### config.mk
export PLATFORM = sky130hd
export DESIGN_NAME = gfp_payload_scrambler
export DESIGN_NICKNAME = d
export VERILOG_FILES = /design/src/rtl/gfp_sss_pkg.sv /design/src/rtl/sss_unroll.sv /design/src/rtl/sss_lane.sv /design/src/rtl/gfp_payload_scrambler.sv
export SDC_FILE = /design/constraint.sdc
export NUM_CORES = 1
export LEC_CHECK = 0
export BUFFER_PORTS_ARGS = -buffer_cell sky130_fd_sc_hd__buf_2
export CORE_ASPECT_RATIO = 0.8
export CORE_UTILIZATION = 50
export CTS_CLUSTER_DIAMETER = 100
export DETAILED_ROUTE_END_ITERATION = 8
export PLACE_DENSITY = 0.73
export SKIP_CTS_REPAIR_TIMING = 1
export SLEW_MARGIN = 30
export SYNTH_ARGS = -nofsm -noshare
export SYNTH_HDL_FRONTEND = slang
export SYNTH_SLANG_ARGS = --single-unit
### constraint.sdc
create_clock -name clk -period 2.33 [get_ports clk]
set_input_delay 0.3495 -clock clk [delete_from_list [all_inputs] [get_ports clk]]
set_output_delay 0.3495 -clock clk [all_outputs]
set_load 0.01 [all_outputs]
### src/rtl/gfp_sss_pkg.sv
package gfp_sss_pkg;

    localparam int SSS_TAP    = 43;
    localparam int SSS_OCTET  = 8;

    typedef enum logic {
        SSS_SCRAMBLE   = 1'b0,
        SSS_DESCRAMBLE = 1'b1
    } sss_dir_e;

    typedef struct packed {
        logic                 valid;
        logic [SSS_OCTET-1:0] octet;
    } sss_beat_t;

endpackage

### src/rtl/sss_unroll.sv
module sss_unroll
    import gfp_sss_pkg::*;
#(
    parameter int       TAP = SSS_TAP,
    parameter int       W   = SSS_OCTET,
    parameter sss_dir_e DIR = SSS_SCRAMBLE
) (
    input  logic [TAP-1:0] hist_in,
    input  logic [W-1:0]   din,
    output logic [W-1:0]   dout,
    output logic [TAP-1:0] hist_out
);

    logic [TAP-1:0] chain [W+1];

    assign chain[0] = hist_in;

    for (genvar k = 0; k < W; k++) begin : g_bit
        localparam int B = W - 1 - k;
        logic obit;
        logic fbit;
        assign obit = din[B] ^ chain[k][TAP-1];
        if (DIR == SSS_DESCRAMBLE) begin : g_desc
            assign fbit = din[B];
        end else begin : g_scr
            assign fbit = obit;
        end
        assign dout[B]    = obit;
        assign chain[k+1] = {chain[k][TAP-2:0], fbit};
    end

    assign hist_out = chain[W];

endmodule

### src/rtl/sss_lane.sv
module sss_lane
    import gfp_sss_pkg::*;
#(
    parameter int       TAP = SSS_TAP,
    parameter int       W   = SSS_OCTET,
    parameter sss_dir_e DIR = SSS_SCRAMBLE
) (
    input  logic           clk,
    input  logic           rst,
    input  logic [W-1:0]   din,
    input  logic           din_valid,
    input  logic           active,
    output logic [W-1:0]   dout,
    output logic           dout_valid,
    output logic [TAP-1:0] hist
);

    logic [TAP-1:0] hist_q;
    logic [TAP-1:0] hist_nx;
    logic [W-1:0]   mix;
    logic [W-1:0]   dout_q;
    logic           vld_q;
    logic           take;

    sss_unroll #(.TAP(TAP), .W(W), .DIR(DIR)) u_unroll (
        .hist_in  (hist_q),
        .din      (din),
        .dout     (mix),
        .hist_out (hist_nx)
    );

    assign take = din_valid && active;

    always_ff @(posedge clk) begin
        if (rst) begin
            hist_q <= '0;
            dout_q <= '0;
            vld_q  <= 1'b0;
        end else begin
            vld_q <= din_valid;
            if (din_valid) begin
                dout_q <= take ? mix : din;
            end
            if (take) begin
                hist_q <= hist_nx;
            end
        end
    end

    assign dout       = dout_q;
    assign dout_valid = vld_q;
    assign hist       = hist_q;

endmodule

### src/rtl/gfp_payload_scrambler.sv
module gfp_payload_scrambler
    import gfp_sss_pkg::*;
#(
    parameter int TAP = SSS_TAP,
    parameter int W   = SSS_OCTET
) (
    input  logic         clk,
    input  logic         rst,
    input  logic [W-1:0] tx_data,
    input  logic         tx_valid,
    input  logic         tx_payload,
    output logic [W-1:0] tx_out,
    output logic         tx_out_valid,
    input  logic [W-1:0] rx_data,
    input  logic         rx_valid,
    input  logic         rx_payload,
    input  logic         rx_in_sync,
    output logic [W-1:0] rx_out,
    output logic         rx_out_valid
);

    logic [TAP-1:0] tx_hist;
    logic [TAP-1:0] rx_hist;
    logic           rx_active;

    assign rx_active = rx_payload && rx_in_sync;

    sss_lane #(.TAP(TAP), .W(W), .DIR(SSS_SCRAMBLE)) u_tx (
        .clk        (clk),
        .rst        (rst),
        .din        (tx_data),
        .din_valid  (tx_valid),
        .active     (tx_payload),
        .dout       (tx_out),
        .dout_valid (tx_out_valid),
        .hist       (tx_hist)
    );

    sss_lane #(.TAP(TAP), .W(W), .DIR(SSS_DESCRAMBLE)) u_rx (
        .clk        (clk),
        .rst        (rst),
        .din        (rx_data),
        .din_valid  (rx_valid),
        .active     (rx_active),
        .dout       (rx_out),
        .dout_valid (rx_out_valid),
        .hist       (rx_hist)
    );

endmodule

==> flow_summary_export.csv <==
group,metric,value,unit
logic_synthesis,synth_cell_types,21,
worst_setup_path,setup.worst_path.class,"in -> reg",
logic_synthesis,syn_area,0.00396,sq mm
global_route,overflow,0,
floorplan,coreArea,0.00753,sq mm
power,cellInternalPower,0.00232,W
clock_tree,clock_path_buffers,2,
finish,syn_to_final_growth,8.00,%
logic_synthesis,ys_async_sr_fraction,0,%
finish,n_antenna_cell,0,
logic_synthesis,synthTopCellsByCount,"nand2_1, dfxtp_1, a21oi_1",
sta,slew_headroom,46.4,%
clock_tree,clock_latency,0.37,ns
logic_synthesis,yosysSeqAreaShare,52.6,%
floorplan,start_util,52.5,%
worst_setup_path,r2r_setup_slack,1.35,ns
power,clkPwrFrac,33.2,%
global_route,grt_first_pass_wirelength,12000,um
placement,place_hpwl,4380,um
sta,fin_ws,0.840,ns
worst_setup_path,cp.required,2.57,ns
route,routedWlPerCell,11.8,um
power,comb_power_share,7.3,%
logic_synthesis,yosys_warnings,0,
floorplan,die_w,101,um
global_route,grtUsageTotal,18.7,%
sta,period_share,63.9,%
sta,fin_skew,0.0145,ns
power,powerDensity,722,mW/mm^2
min_path,hold_end,"u_rx.hist[6]",
finish,drive_above_1_share,15.7,%
route,initialDrtViolationCount,186,
global_route,grt_pass1_vias,2746,
min_path,min_path_cells,3,
logic_synthesis,synth_top_area_share,52.6,%
sta,tns,0,ns
worst_setup_path,ff2ff_path_depth,3,
clock_tree,root_buffer,"clkbuf_8",
worst_setup_path,arrival,1.73,ns
route,detail-route-antenna-nets,0,
floorplan,die_h,81.6,um
floorplan,io_pins,41,
sta,fin_crit,1.49,ns
clock_tree,cts_buffers,9,
power,switching_share,25.0,%
logic_synthesis,syn_area_per_cell,8.44,sq um
logic_synthesis,synth_top_area_cell,"dfxtp_1",
logic_synthesis,syn-num-nets,492,
route,wl,7030,um
logic_synthesis,yosys-top-cells-area,"dfxtp_1, nand2_1, a21oi_1",
worst_setup_path,worst_setup_path_end_kind,"flip-flop",
floorplan,num_rows,28,
clock_tree,clk_pin_slew,0.10,ns
logic_synthesis,netlist_instances,469,
sta,final_max_slew_viol_count,0,
route,drtPass1Iterations,4,
sta,hold_viol,0,
flow_run,max-cap-violations,0,
placement,place_congestion,0.745,
global_route,antenna_found_initial,0,
logic_synthesis,synth_ff_type,"dfxtp_1",
logic_synthesis,yosysMostFrequentCell,"nand2_1",
route,vias_per_cell,4.97,
sta,worstMarginPinSlew,0.803,ns
clock_tree,htreeDepth,3,
worst_setup_path,startpoint_type,"input port",
route,via_count,2961,
finish,nets,509,
logic_synthesis,synth_edf_count,0,
placement,io_buffers,40,
power,peakVddDrop,0.356,mV
worst_setup_path,r2r-start,"u_rx.hist[40]",
worst_setup_path,path_max_fanout,43,
sta,setup_viol,0,
min_path,min_path_type,"in -> reg",
run_status,status,"complete, no violations",
power,switching_power,0.000770,W
global_route,grt_max_degree,52,
power,power.leakage,1.45,nW
power,p_seq_share,59.5,%
clock_tree,cts.sinks,104,
placement,post-place-ws,0.488,ns
floorplan,die-area,0.00827,sq mm
worst_setup_path,r2r_end,"u_rx.dout[5]",
sta,rsz0062_at_grt,"false",
logic_synthesis,ys_seq_elements,104,
sta,fmax,671,MHz
route,drc,0,
clock_tree,cts_tree,"done",
min_path,min-delay-start,"rx_data[6]",
==> per-layer routing <==
metal | wire, um | up-vias | global-route usage (%) | share of wire, %
li1 | - | 1558 | - | -
met4 | 70 | 0 | 5.22 | 1.0
met2 | 3140 | 55 | 31.6 | 45
met1 | 3540 | 1343 | 23.2 | 50
met5 | 0 | - | 0 | 0
met3 | 276 | 5 | 5.79 | 3.9
==> sequential cells by signal (all words and copies together) (netlist names) <==
name and flops:
u_tx.hist 43, u_tx.dout 8, u_tx.dout_valid 1, u_rx.hist 43, u_rx.dout_valid 1, u_rx.dout 8
==> placed cells by master (no fill, tap or decap) <==
master / instances
nor2b_1: 2
a211oi_2: 8
nor2_1: 17
and3_1: 1
nand2_1: 164
a211oi_1: 16
clkinv_4: 2
xor2_1: 16
and2_4: 1
buf_12: 2
clkbuf_8: 10
nor2_2: 7
dfxtp_1: 104
buf_2: 39
inv_6: 1
nand3_2: 1
xnor2_1: 8
buf_4: 2
nand3_1: 8
clkinv_2: 2
clkinvlp_4: 1
nand2_2: 1
a21oi_1: 78
==> power by group through the flow <==
stage	combinational (W)	clock, W	sequential (W)
global route	0.000250	0.00113	0.00184
detailed placement	0.000226	0	0.00188
finish	0.000225	0.00102	0.00184
floorplan	0.000162	0	0.00189
global placement	0.000223	0	0.00188
CTS	0.000226	0.00106	0.00184
==> through the flow <==
step                instances  area [sq um]  power (W)  hold slack [ns]  utilization [%]
floorplan                 469          3960    0.00205            0.432                -
global placement          580          4090    0.00210            0.436             54.3
detailed placement        580          4090    0.00210            0.444             54.3
CTS                       596          4270    0.00313            0.213             56.7
global route              596          4270    0.00322            0.223             56.7
finish                    596          4270    0.00309            0.235             56.7
==> how the worst max path moves through the flow <==
| stage | to | startpoint | depth (start not counted) | slack, ns |
|---|---|---|---|---|
| 2_1_floorplan | u_rx.hist[24] | rx_payload | 6 | 1.17 |
| 3_3_place_gp | u_rx.hist[41] | rx_valid | 4 | 0.54 |
| 3_5_place_dp | u_rx.hist[16] | rx_valid | 4 | 0.49 |
| 4_1_cts | u_rx.hist[32] | rx_valid | 4 | 0.86 |
| 5_1_grt | u_rx.hist[40] | rx_valid | 4 | 0.71 |
| 6_report | u_rx.hist[32] | rx_valid | 4 | 0.84 |
==> area by class of cell <==
class / count / area (sq um)
repair buffers: 43 / 250
clock buffers: 10 / 138
flip-flops and latches: 104 / 2080
clock inverters: 6 / 43.8
fillers: 698 / 3260
well taps: 105 / 131
multi-input cells: 328 / 1630
==> critical path: stages <==
cell	delay (ns)
buf_2	0.29
nand3_2	0.70
nand2_1	0.28
a21oi_1	0.09
==> cell families after synthesis <==
logic type      count (synthesis)  synth area share [%]
flops                         104                  52.6
compound gates                102                  15.4
xor+xnor                       24                  5.31
buf+inv                        37                  6.23
simple gates                  202                  20.4
No activity file was read; power rests on OpenSTA's default activity.
